`src/rtl/chain_addr_pkg.sv`:
```
// Package: shared run-state type for the chain position allocator.
// Assumes: the importing modules use the type only for their control state.
package chain_addr_pkg;

    // Allocation run phases
    typedef enum logic [1:0] {
        ST_IDLE   = 2'd0,   // no run in progress
        ST_DECIDE = 2'd1,   // first cycle of a run, master role sampled
        ST_COUNT  = 2'd2    // counting address-clock edges
    } run_state_t;

endpackage

```
`src/rtl/chain_addr_phase.sv`:
```
// Module: divides the multiplex clock into the address clock for a master.
// Assumes: DIV is a power of two of at least 2; the clock is low for the
// first half of each period and restarts low on every run start.
module chain_addr_phase #(
    parameter int DIV = 4
) (
    input  logic clk,
    input  logic rst_n,
    input  logic start,
    input  logic run,
    output logic aclk_gen
);
    localparam int PH_W = (DIV > 2) ? $clog2(DIV) : 1;

    logic [PH_W-1:0] ph_q;

    // Phase counter: cleared on start or when idle, advanced during a run
    always_ff @(posedge clk) begin
        if (!rst_n || start || !run) begin
            ph_q <= '0;
        end else begin
            ph_q <= ph_q + 1'b1;
        end
    end

    assign aclk_gen = (ph_q >= PH_W'(DIV / 2));
endmodule

```
`src/rtl/chain_addr_edges.sv`:
```
// Module: finds the rising and falling edges of the selected address clock,
// counts the rising edges of the current run and flags the end of the run.
// Assumes: the clock is synchronous to clk and is held low outside counting.
module chain_addr_edges #(
    parameter int SLOTS = 256
) (
    input  logic                       clk,
    input  logic                       rst_n,
    input  logic                       start,
    input  logic                       aclk,
    output logic                       rise,
    output logic [$clog2(SLOTS+1)-1:0] rise_cnt,
    output logic                       done
);
    localparam int CNT_W = $clog2(SLOTS + 1);

    logic prev_q;
    logic fall;

    // Previous clock level: edge detection reference, cleared on run start
    always_ff @(posedge clk) begin
        if (!rst_n || start) begin
            prev_q <= 1'b0;
        end else begin
            prev_q <= aclk;
        end
    end

    assign rise = aclk && !prev_q;
    assign fall = !aclk && prev_q;

    // Rising-edge counter for the run, saturating at SLOTS
    always_ff @(posedge clk) begin
        if (!rst_n || start) begin
            rise_cnt <= '0;
        end else if (rise && (rise_cnt != CNT_W'(SLOTS))) begin
            rise_cnt <= rise_cnt + 1'b1;
        end
    end

    assign done = fall && (rise_cnt == CNT_W'(SLOTS));
endmodule

```
`src/rtl/chain_addr_irq.sv`:
```
// Module: fixed-length interrupt pulse timer on the ripple output.
// Assumes: the trigger is already qualified by the caller; clear wins.
module chain_addr_irq #(
    parameter int LEN = 512
) (
    input  logic clk,
    input  logic rst_n,
    input  logic clear,
    input  logic trigger,
    output logic active
);
    localparam int IRQ_W = $clog2(LEN + 1);

    logic [IRQ_W-1:0] left_q;

    // Cycles of low pulse remaining; a new trigger is ignored mid-pulse
    always_ff @(posedge clk) begin
        if (!rst_n || clear) begin
            left_q <= '0;
        end else if (left_q != '0) begin
            left_q <= left_q - 1'b1;
        end else if (trigger) begin
            left_q <= IRQ_W'(LEN);
        end
    end

    assign active = (left_q != '0);
endmodule

```
`src/rtl/chain_addr_alloc.sv`:
```
// Module: daisy-chain position allocator (top). Runs after reset and on a
// configuration write. The master (chain input high) drives the divided
// address clock; others count edges until their chain input rises.
// Assumes: aclk_in and chain_in are synchronous to clk; the master's own
// clock is used internally, so its aclk_in is ignored.
module chain_addr_alloc
    import chain_addr_pkg::*;
#(
    parameter int ADDR_W  = 8,
    parameter int CLK_DIV = 4,
    parameter int IRQ_LEN = 512
) (
    input  logic              clk,
    input  logic              rst_n,
    input  logic              cfg_wr,
    input  logic              plane_chg,
    input  logic              auto_en,
    input  logic              chain_in,
    input  logic              aclk_in,
    output logic              aclk_out,
    output logic              aclk_oe,
    output logic              chain_out,
    output logic              busy,
    output logic [ADDR_W-1:0] addr,
    output logic              no_link
);
    localparam int SLOTS = 1 << ADDR_W;
    localparam int CNT_W = $clog2(SLOTS + 1);

    run_state_t        state_q;
    logic              boot_q;
    logic              master_q;
    logic              found_q;
    logic              nolink_q;
    logic [CNT_W-1:0]  work_q;
    logic [ADDR_W-1:0] addr_q;

    logic              start;
    logic              aclk_gen;
    logic              aclk_sel;
    logic              rise;
    logic              done;
    logic [CNT_W-1:0]  rise_cnt;
    logic [CNT_W-1:0]  cnt_now;
    logic [CNT_W:0]    need;
    logic              released;
    logic              irq_active;

    assign start = cfg_wr || boot_q;
    assign busy  = (state_q != ST_IDLE);

    // Boot flag: requests one run in the first cycle after reset
    always_ff @(posedge clk) begin
        if (!rst_n) begin
            boot_q <= 1'b1;
        end else begin
            boot_q <= 1'b0;
        end
    end

    chain_addr_phase #(.DIV(CLK_DIV)) i_phase (
        .clk      (clk),
        .rst_n    (rst_n),
        .start    (start),
        .run      (busy),
        .aclk_gen (aclk_gen)
    );

    assign aclk_sel = (state_q == ST_COUNT) ? (master_q ? aclk_gen : aclk_in) : 1'b0;

    chain_addr_edges #(.SLOTS(SLOTS)) i_edges (
        .clk      (clk),
        .rst_n    (rst_n),
        .start    (start),
        .aclk     (aclk_sel),
        .rise     (rise),
        .rise_cnt (rise_cnt),
        .done     (done)
    );

    assign cnt_now = rise_cnt + {{(CNT_W-1){1'b0}}, rise};

    // Run control: master decision, link detection and end-of-run latch
    always_ff @(posedge clk) begin
        if (!rst_n) begin
            state_q  <= ST_IDLE;
            master_q <= 1'b0;
            found_q  <= 1'b0;
            work_q   <= '0;
            addr_q   <= '0;
            nolink_q <= 1'b0;
        end else if (start) begin
            state_q  <= ST_DECIDE;
            master_q <= 1'b0;
            found_q  <= 1'b0;
            work_q   <= '0;
        end else begin
            case (state_q)
                ST_DECIDE: begin
                    state_q  <= ST_COUNT;
                    master_q <= chain_in;
                    found_q  <= chain_in;
                end
                ST_COUNT: begin
                    if (done) begin
                        state_q  <= ST_IDLE;
                        addr_q   <= found_q ? work_q[ADDR_W-1:0] : {ADDR_W{1'b1}};
                        nolink_q <= !found_q;
                    end else if (!found_q && chain_in) begin
                        found_q <= 1'b1;
                        work_q  <= (cnt_now == '0) ? '0 : cnt_now - 1'b1;
                    end
                end
                default: state_q <= ST_IDLE;
            endcase
        end
    end

    chain_addr_irq #(.LEN(IRQ_LEN)) i_irq (
        .clk     (clk),
        .rst_n   (rst_n),
        .clear   (start),
        .trigger (plane_chg && auto_en && !busy),
        .active  (irq_active)
    );

    assign need     = {1'b0, work_q} + (CNT_W+1)'(2);
    assign released = found_q && ({1'b0, rise_cnt} >= need);

    assign chain_out = busy ? released : !irq_active;
    assign aclk_oe   = busy && master_q;
    assign aclk_out  = aclk_oe && aclk_gen;
    assign addr      = addr_q;
    assign no_link   = nolink_q;
endmodule

```
`config.mk`:
```
export PLATFORM = sky130hd
export DESIGN_NAME = chain_addr_alloc
export DESIGN_NICKNAME = d
export VERILOG_FILES = /design/src/rtl/chain_addr_pkg.sv /design/src/rtl/chain_addr_phase.sv /design/src/rtl/chain_addr_edges.sv /design/src/rtl/chain_addr_irq.sv /design/src/rtl/chain_addr_alloc.sv
export SDC_FILE = /design/constraint.sdc
export NUM_CORES = 1
export LEC_CHECK = 0
export BUFFER_PORTS_ARGS = -buffer_cell sky130_fd_sc_hd__clkbuf_2
export CAP_MARGIN = 5
export CORE_AREA = 2 2 99 101
export DETAILED_ROUTE_END_ITERATION = 16
export DIE_AREA = 0 0 101 103
export GPL_TIMING_DRIVEN = 0
export PLACE_DENSITY_LB_ADDON = 0.2
export SYNTH_ARGS = -nofsm -noshare
export SYNTH_HDL_FRONTEND = slang
export SYNTH_SLANG_ARGS = --single-unit
```
`constraint.sdc`:
```
create_clock -name clk -period 3.2 [get_ports clk]
set_clock_uncertainty 0.05 [all_clocks]
set_input_delay 0.32 -clock clk [delete_from_list [all_inputs] [get_ports clk]]
set_output_delay 0.32 -clock clk [all_outputs]
set_load 0.05 [all_outputs]
```
======== Yosys cells after proc, flatten, opt, wreduce, memory -nomap -nowiden ========
Cells that the tools add are included.
storage, ports and cells
  register bits ........................... 45
  word-level logic and storage cells ...... 73
operators by class
  add/sub/neg operators ................... 6
  magnitude comparators ................... 2
  equal/unequal tests ..................... 8
  multiplexer cells ....................... 14
  bitwise operators ....................... 3
  reductions and logical operators ........ 28
operators with widths
  cell                     number
  $mux W10                 2
  $add A9 B2 Y10 const B   1
  $ge A9 B10 Y1            1
  $logic_and A1 B1 Y1      10
  $reduce_bool A10 Y1      1
  $sub A10 B1 Y10 const B  1
  $add A9 B1 Y9            1
  $add A9 B1 Y9 const B    1
  $eq A9 B9 Y1 const B     1
  $logic_not A9 Y1         1
  $mux W9                  1
  $ne A9 B9 Y1 const B     1
  $reduce_and A3 Y1        3
  $sub A9 B1 Y9 const B    1
  $mux W8                  1
  $mux W1                  7
  $logic_not A1 Y1         6
  $reduce_bool A2 Y1       3
  $ne A2 B2 Y1 const B     2
  $pmux W2 S2              1
  $logic_or A1 B1 Y1       3
  $ne A3 B2 Y1 const B     1
  $not A1 Y1               3
  $add A2 B1 Y2 const B    1
  7 further kinds          7

======== Logic depth before layout (Yosys ltp) ========
Gate-level depths: netlist of run 1.
  depth after elaboration ................. 9
  gate-level depth with buffers ........... 15
  gate-level depth less buffers ........... 14

======== Cells and area by module ========
A second synthesis of run 1 with hierarchy kept.
second synthesis, totals
  cell total of the unflattened synthesis .. 317
  area total of the unflattened synthesis .. 2782.7 um^2
modules (own cells, without submodules)
  module            times used  cells each  area an instance (um^2)  seq. area each (um^2)
  chain_addr_alloc  1           195         1624.1                   460.4
  chain_addr_edges  1           60          536.8                    200.2
  chain_addr_irq    1           55          534.3                    200.2
  chain_addr_phase  1           7           87.6                     40.0

======== Worst setup path before layout of run 1 ========
No wires, ideal clock.
  path type ............................... reg-to-reg
  start point ............................. register i_phase.ph_q[0]
  end point ............................... register work_q[0]
  library setup time ...................... 0.117 ns
  data arrival time ....................... 3.100 ns
  slack ................................... -0.067 ns
  stages on the path, launching flop included .. 16
  path buffers ............................ 1
  clock period less this slack ............ 3.267 ns
  path through ............................ dfxtp_1 > inv_1 > ha_1 > nor2_1 > a2111oi_2 > ha_1 > ha_1 > inv_1 > ha_1 > or4b_1 > o31ai_1 > o31a_1 > nand3_1 > and3b_1 > buf_2 > a22o_1
between the ends
  longest elaborated chain between the ends .. 8
ends and longest elaborated chain
  item                                                   RTL line                 text
  start, declared                                        chain_addr_phase.sv:15   logic [PH_W-1:0] ph_q;
  start signal, assigned                                 chain_addr_phase.sv:22   ph_q <= ph_q + 1'b1;
  $ge A2 B2 Y1 *                                         chain_addr_phase.sv:26   assign aclk_gen = (ph_q >= PH_W'(DIV / 2));
  $mux W1 * (2 in series)                                chain_addr_alloc.sv:69   assign aclk_sel = (state_q == ST_COUNT) ? (master_q ? aclk_gen : aclk_in) : 1'b0;
  branches (longest 5 deep; another with $add A9 B1 Y9)  --
  end signal, assigned                                   chain_addr_alloc.sv:111  work_q <= (cnt_now == '0) ? '0 : cnt_now - 1'b1;
  end, declared                                          chain_addr_alloc.sv:35   logic [CNT_W-1:0] work_q;
Mark *: on every way between the ends.
A chain may end at the register's enable or synchronous reset.

======== Worst setup path in the final report of run 1 ========
  start point ............................. register i_phase.ph_q[1]
  end point ............................... register work_q[4]
The elaborated chain is that of the path after synthesis.

==> metrics, run 1 <==
Congestion Overflow GR 0; number of synthesized flops with an enable pin 0; Top-Level Pins 20; Synth Warn # 0; library cells used by synthesis 57; fin. max-slew vios 0; WP data required 3.36 ns; global-route wire length before repair 10.8 mm; Synth area leader dfxtp_1; CTS buffer count 5; register area share after synthesis 33.1%; Yosys reg bits 45; Startpoint Class flip-flop; per-cell routed wire length about 14 µm; Synth top area share between 30% and 40%; synthesized instance count 310; most frequent cells in the layout dfxtp_1, nor2_1, inv_1; LEAKAGE 1.23 nW; CP Capture Type flip-flop; Global Route Usage Sum between 10% and 20%; Worst VDD drop 0.205 mV; vias in the first global route approximately 2100; syn_area_per_cell 8.78 µm²; hold crit path type in2reg; Placed Instances around 440; top cells by area, synth dfxtp_1, ha_1, nor2_1; critical path class reg2reg; GPL Wtd Cong 0.768; PnR worst setup slack about 0.14 ns; Die H 103 µm; Final period util 95.7%; top_reg_cell synth dfxtp_1; status finished clean; count of final setup violators 0; effective utilization at floorplan roughly 29%; die footprint roughly 10000 µm²; Worst slew margin 60.2%; antenna violations before repair 0; DP HPWL roughly 4.9 mm; H-tree Lvls 2; Core Region approximately 9500 µm²; PortBufs 19; crit path DAT 3.22 ns; CP max FO 7; Tmin final roughly 3 ns; Final Hold Viols 0; drt first pass iters 4; Area Overhead vs Synth 18.8%; initial drt markers 63; Worst-path clk slew 0.10 ns; diode count 0; Post-route DRC 0; WHS Path Cells 3; clock sinks 45; Fmax approximately 0.33 GHz; Max Cap Viol 0; final WL 6.56 mm; Pwr Total 1.18 mW; largest net degree at the start of global routing 16; Non-Filler Instances roughly 460; CTS max path bufs 2; R2R depth 14; vias 2255; fill cell count 1006; net count after synthesis about 340; layout cell share with drive strength beyond 1 between 20% and 30%; Place WS -0.487 ns; TritonCTS clock tree built; row cnt 36; clk root buf clkbuf_8; ys async rst share 0%; post-route ant nets 0; Final #Nets roughly 370; Clk Latency, worst-skew pair ~0.30 ns; cts hold-fix bufs 0; worst-margin pin slew 0.597 ns; Vias per Instance 4.89; most common cell after layout, fill and taps aside dfxtp_1; r2r setup slk between 0.1 and 0.15 ns; P per Cell Area 364 nW/µm²; post-synthesis cell area about 2700 µm²; Die Span X approximately 100 µm
## where the power goes
part,internal (mW),switching (mW),leakage (nW)
registers,0.572,0.0136,0.365
logic,0.0886,0.128,0.819
clock network,0.156,0.219,0.0445
total,0.816,0.361,1.23
## final cells by class
type	instances	area, µm²	area share, %
Sequential cell	45	907	28.1
Multi-Input combinational cell	228	1720	53.2
Clock inverter	3	21.3	0.658
Clock buffer	5	68.8	2.13
Inverter	22	82.6	2.56
Tap cell	114	143	4.41
Buffer	13	104	3.21
Timing Repair Buffer	31	185	5.73
## state kept, by name, indices dropped and copies added, names as in the netlist
register / cells
work_q: 9
boot_q: 1
i_edges.rise_cnt: 9
i_edges.prev_q: 1
addr: 8
i_phase.ph_q: 2
master_q: 1
no_link: 1
found_q: 1
i_irq.left_q: 10
state_q: 2
## final timing paths
kind	from	end
worst max-delay path	i_phase.ph_q[1]	work_q[4]
worst min-delay path	rst_n	addr[0]
worst max register to register	i_phase.ph_q[1]	work_q[4]
worst min register to register	i_phase.ph_q[0]	i_phase.ph_q[0]
## critical path, cell delays in order (launching register included)
cell and delay, ns:
dfxtp_4 0.38, ha_4 0.14, nor2_4 0.04, a2111oi_4 0.27
buf_4 0.19, ha_4 0.16, ha_4 0.19, inv_1 0.05
ha_2 0.16, or4b_4 0.47, o31ai_4 0.08, o31a_1 0.23
nand3_2 0.08, and3b_2 0.27, a22o_1 0.20
## synthesized netlist by cell type, types with 2 or more instances
master	count
a21oi_1	9
or2_2	2
clkbuf_8	2
nor3_1	12
buf_2	2
clkbuf_1	6
o21ai_0	7
a311oi_1	9
mux2i_1	4
buf_6	4
xnor2_1	16
nor2_1	38
a22o_1	8
nor4_1	3
a211oi_1	3
nand4_1	3
inv_1	22
nand3_1	15
dfxtp_1	45
ha_1	19
a21o_1	3
nor3b_1	2
nor2b_1	3
xor2_1	15
nor4_4	2
nand2_1	17
nand2b_1	3
or4_1	3
and3b_1	3
or3_1	3
## metrics by stage
stage	setup TNS (ns)	utilization, %	hold WS, ns	instance area [µm²]
2_1_floorplan	0	-	0.351	2720
3_3_place_gp	-3.71	31.3	0.362	2960
3_5_place_dp	-3.71	31.3	0.365	2960
4_1_cts	0	33.6	0.224	3180
5_1_grt	-0.0182	34.2	0.260	3230
6_report	0	34.2	0.227	3230
## routing by layer
metal	share of wire [%]	wire, µm	GRT usage (%)	vias up
met1	49	3220	17.4	1039
met3	2.8	183	2.51	8
met2	47	3070	22.5	35
met5	0	0	0	-
li1	-	-	-	1173
met4	1.2	78	3.53	0
## logic make-up after synthesis
family | after synthesis | synth area share [%]
and+or+nand+nor | 123 | 25.3
AOI/OAI and AO/OA | 50 | 13.8
DFF | 45 | 33.1
buffers and inverters | 37 | 7.17
xor gates and xnor gates | 31 | 9.98
adders and majority gates | 19 | 8.74
muxes | 5 | 1.89
## what timing repair did
item                                    4_1_cts  5_1_grt
resized for setup                            13        8
pin swaps                                     5        5
endpoints found under the setup margin        9       10
setup buffers                                 8        4
Note: power is estimated with default switching activity, not from simulation.
==> run 2, diff against run 1 <==
--- a/config.mk
+++ b/config.mk
@@ -12,6 +12,7 @@
 export DIE_AREA = 0 0 101 103
 export GPL_TIMING_DRIVEN = 0
 export PLACE_DENSITY_LB_ADDON = 0.2
+export REMOVE_ABC_BUFFERS = 1
 export SYNTH_ARGS = -nofsm -noshare
 export SYNTH_HDL_FRONTEND = slang
 export SYNTH_SLANG_ARGS = --single-unit
==> constraint.sdc (replaced) <==
create_clock -name clk -period 2.9 [get_ports clk]
set_clock_uncertainty 0.05 [all_clocks]
set_input_delay 0.29 -clock clk [delete_from_list [all_inputs] [get_ports clk]]
set_output_delay 0.29 -clock clk [all_outputs]
set_load 0.05 [all_outputs]
==> run 2 against run 1 <==
  * The flow now finishes with violations (negative setup slack)
  * Non-clock buffer count decreased by 13
  * Flip-flop and latch count stayed put
  * Via count shrank 2.8%
  * Largest cell class unchanged
  * Critical path type unchanged
  * Final cell count is 2.8% lower
  * Sequential share of layout area up 0.73 points
  * Critical endpoint is now work_q[2]
  * Critical path depth stayed put
  * Power grew 11%
==> metrics, run 2 (synthesis results as in run 1) <==
status finished, violations left; failing checks negative setup slack; worst-margin pin slew 0.900 ns (+0.304 ns); antenna violations before repair 0 (unchanged); initial drt markers 63 (unchanged); Worst path max stage delay 0.47 ns (about the same); effective utilization at floorplan 28.8% (unchanged); Final period util 105% (+8.9 points); placement-stage cell area 2850 µm² (-3.9%); DP HPWL 4.43 mm (-9.9%); Global Route Usage Sum 12.1% (-1.2 points); cell area after layout 3180 µm² (-1.5%); diode count 0 (unchanged); hold crit path type in2reg; Fmax 0.330 GHz (+0.95%); CP max FO 7 (unchanged); Die Span X 101 µm (unchanged); Core Region 9460 µm² (unchanged); Worst Path Buf+Inv 2 (unchanged); final WL 6.17 mm (-5.9%); worst hold margin 0.217 ns (-0.0106 ns); Vias per Instance 4.89 (about the same); Startpoint Class flip-flop; Congestion Overflow GR 0 (unchanged); most common cell after layout, fill and taps aside nor2_1; vias 2192 (-2.8%); CP max-delay cell or4b_4; largest net degree at the start of global routing 25 (+9); Largest register FFs 10 (unchanged); Clk Latency, worst-skew pair 0.31 ns (about the same); crit path DAT 3.19 ns (-0.03 ns); Worst VDD drop 0.172 mV (-16%); H-tree Lvls 2 (unchanged); P per Cell Area 408 nW/µm² (+12%); clock sinks 45 (unchanged); count of final setup violators 7 (+7); WP data required 3.06 ns (-0.30 ns); Final #Nets 359 (-3.5%); most frequent cells in the layout nor2_1, dfxtp_1, inv_1; Die H 103 µm (unchanged); Top-Level Pins 20 (unchanged); Final Hold Viols 0 (unchanged); critical path class reg2reg; CP Capture Type flip-flop; drt first pass iters 4 (unchanged); unrepaired setup endpoints after global routing yes; CP Cell Sequence inv_2 -> ha_4 -> nor2_4 -> a2111oi_4 -> ha_4 -> ha_4 -> inv_2 -> ha_4 -> or4b_4 -> o31ai_4 -> o31a_1 -> nand3_2 -> and3b_2 -> a22o_1; Worst-path clk slew 0.09 ns (about the same); row cnt 36 (unchanged); post-route ant nets 0 (unchanged); area of the multi-input gates 1760 µm² (+2.3%); Reg power frac 49.8% (about the same); fin. max-slew vios 0 (unchanged); Most common cell on crit path ha_4; Clock power frac 32.1% (+0.2 points); CTS max path bufs 2 (unchanged); biggest regs i_irq.left_q (10), i_edges.rise_cnt (9), work_q (9); Sw Pwr 392 µW (+8.8%); global-route wire length before repair 9.99 mm (-7.5%); Tmin final 3.03 ns (-0.0287 ns); cts hold-fix bufs 0 (unchanged); sw frac 30.2% (-0.48 points); LEAKAGE 1.18 nW (-4.2%); die footprint 10400 µm² (unchanged); layout cell share with drive strength beyond 1 24.3% (+2.3 points); Pint 908 µW (+11%); TritonCTS clock tree built; GPL Wtd Cong 0.750 (-2.3%); PnR worst setup slack -0.133 ns (-0.271 ns); Register Area 917 µm² (+1.1%); per-cell routed wire length 13.8 µm (-3.2%); Worst slew margin 39.5% (-21 points); combinational share of power 18.1% (-0.3 points); Worst path top cell family by delay compound AO/OA/AOI/OAI gates; Max Cap Viol 0 (unchanged); fill cell count 976 (-3.0%); clk root buf clkbuf_8; Largest Register i_irq.left_q; CTS buffer count 5 (unchanged); Post-route DRC 0 (unchanged); Area Overhead vs Synth 17.0%; PortBufs 19 (unchanged); vias in the first global route 2041 (-2.9%)
-- run 2: changes by cell type in the layout (fill, tap and decap cells not counted), moves of 2 or more --
| cell | before | now |
|---|---|---|
| dfxtp_2 | 2 | 10 |
| dfxtp_1 | 42 | 34 |
| clkbuf_1 | 5 | 0 |
| clkbuf_8 | 7 | 5 |
| ha_4 | 3 | 5 |
| buf_6 | 4 | 0 |
-- run 2: metal layers --
layer / routed length [µm] / vias to the layer above / global-route usage (%)
met5: 0 / - / 0
met4: 67 / 0 / 3.12
met2: 2900 / 23 / 20.4
met1: 3050 / 1026 / 15.8
li1: - / 1137 / -
met3: 150 / 6 / 2.64
-- run 2: power groups by stage --
stage / registers, mW / clock network [mW] / logic, mW
final: 0.647 / 0.418 / 0.235
after global routing: 0.650 / 0.462 / 0.258
after CTS: 0.647 / 0.436 / 0.220
after detailed placement: 0.661 / 0 / 0.215
after global placement: 0.661 / 0 / 0.213
after floorplan: 0.658 / 0 / 0.175
-- run 2: repair_timing --
item                                    in CTS  in global routing
endpoints found under the setup margin      10                 10
pin swaps                                   10                 10
buffers inserted                             7                  5
cloned                                       0                  0
resized for setup                           27                 13
-- run 2: final timing paths --
check	cells after the start	end	slack [ns]	from
worst max register to register	14	work_q[2]	-0.13	i_phase.ph_q[0]
worst min register to register	1	i_phase.ph_q[0]	0.37	i_phase.ph_q[0]
worst min-delay path	3	found_q	0.22	chain_in
worst max-delay path	14	work_q[2]	-0.13	i_phase.ph_q[0]
-- run 2: worst reg2reg max path, cell delays in order, from the launching register on --
cell       delay (ns)
dfxtp_2          0.33
inv_2            0.06
ha_4             0.13
nor2_4           0.04
a2111oi_4        0.37
ha_4             0.21
ha_4             0.19
inv_2            0.06
ha_4             0.12
or4b_4           0.47
o31ai_4          0.08
o31a_1           0.24
nand3_2          0.09
and3b_2          0.28
a22o_1           0.21
-- run 2: per-stage QoR --
step	total power [mW]	utilization, %	worst slack [ns]	cells	TNS, ns
after floorplan	0.833	-	-0.306	295	-2.25
after global placement	0.874	30.1	-0.801	428	-6.64
after detailed placement	0.876	30.1	-0.801	428	-6.67
after CTS	1.30	32.9	-0.209	443	-1.50
after global routing	1.37	33.7	-0.252	448	-2.02
final	1.30	33.7	-0.133	448	-0.841
-- run 2: cell type report --
| class | instances | share of cell area, % |
|---|---|---|
| flip-flops and latches | 45 | 28.8 |
| inverters | 22 | 2.59 |
| well taps | 114 | 4.48 |
| clock inverters | 3 | 0.786 |
| clock buffers | 5 | 2.16 |
| repair buffers | 31 | 5.89 |
| multi-input cells | 228 | 55.3 |
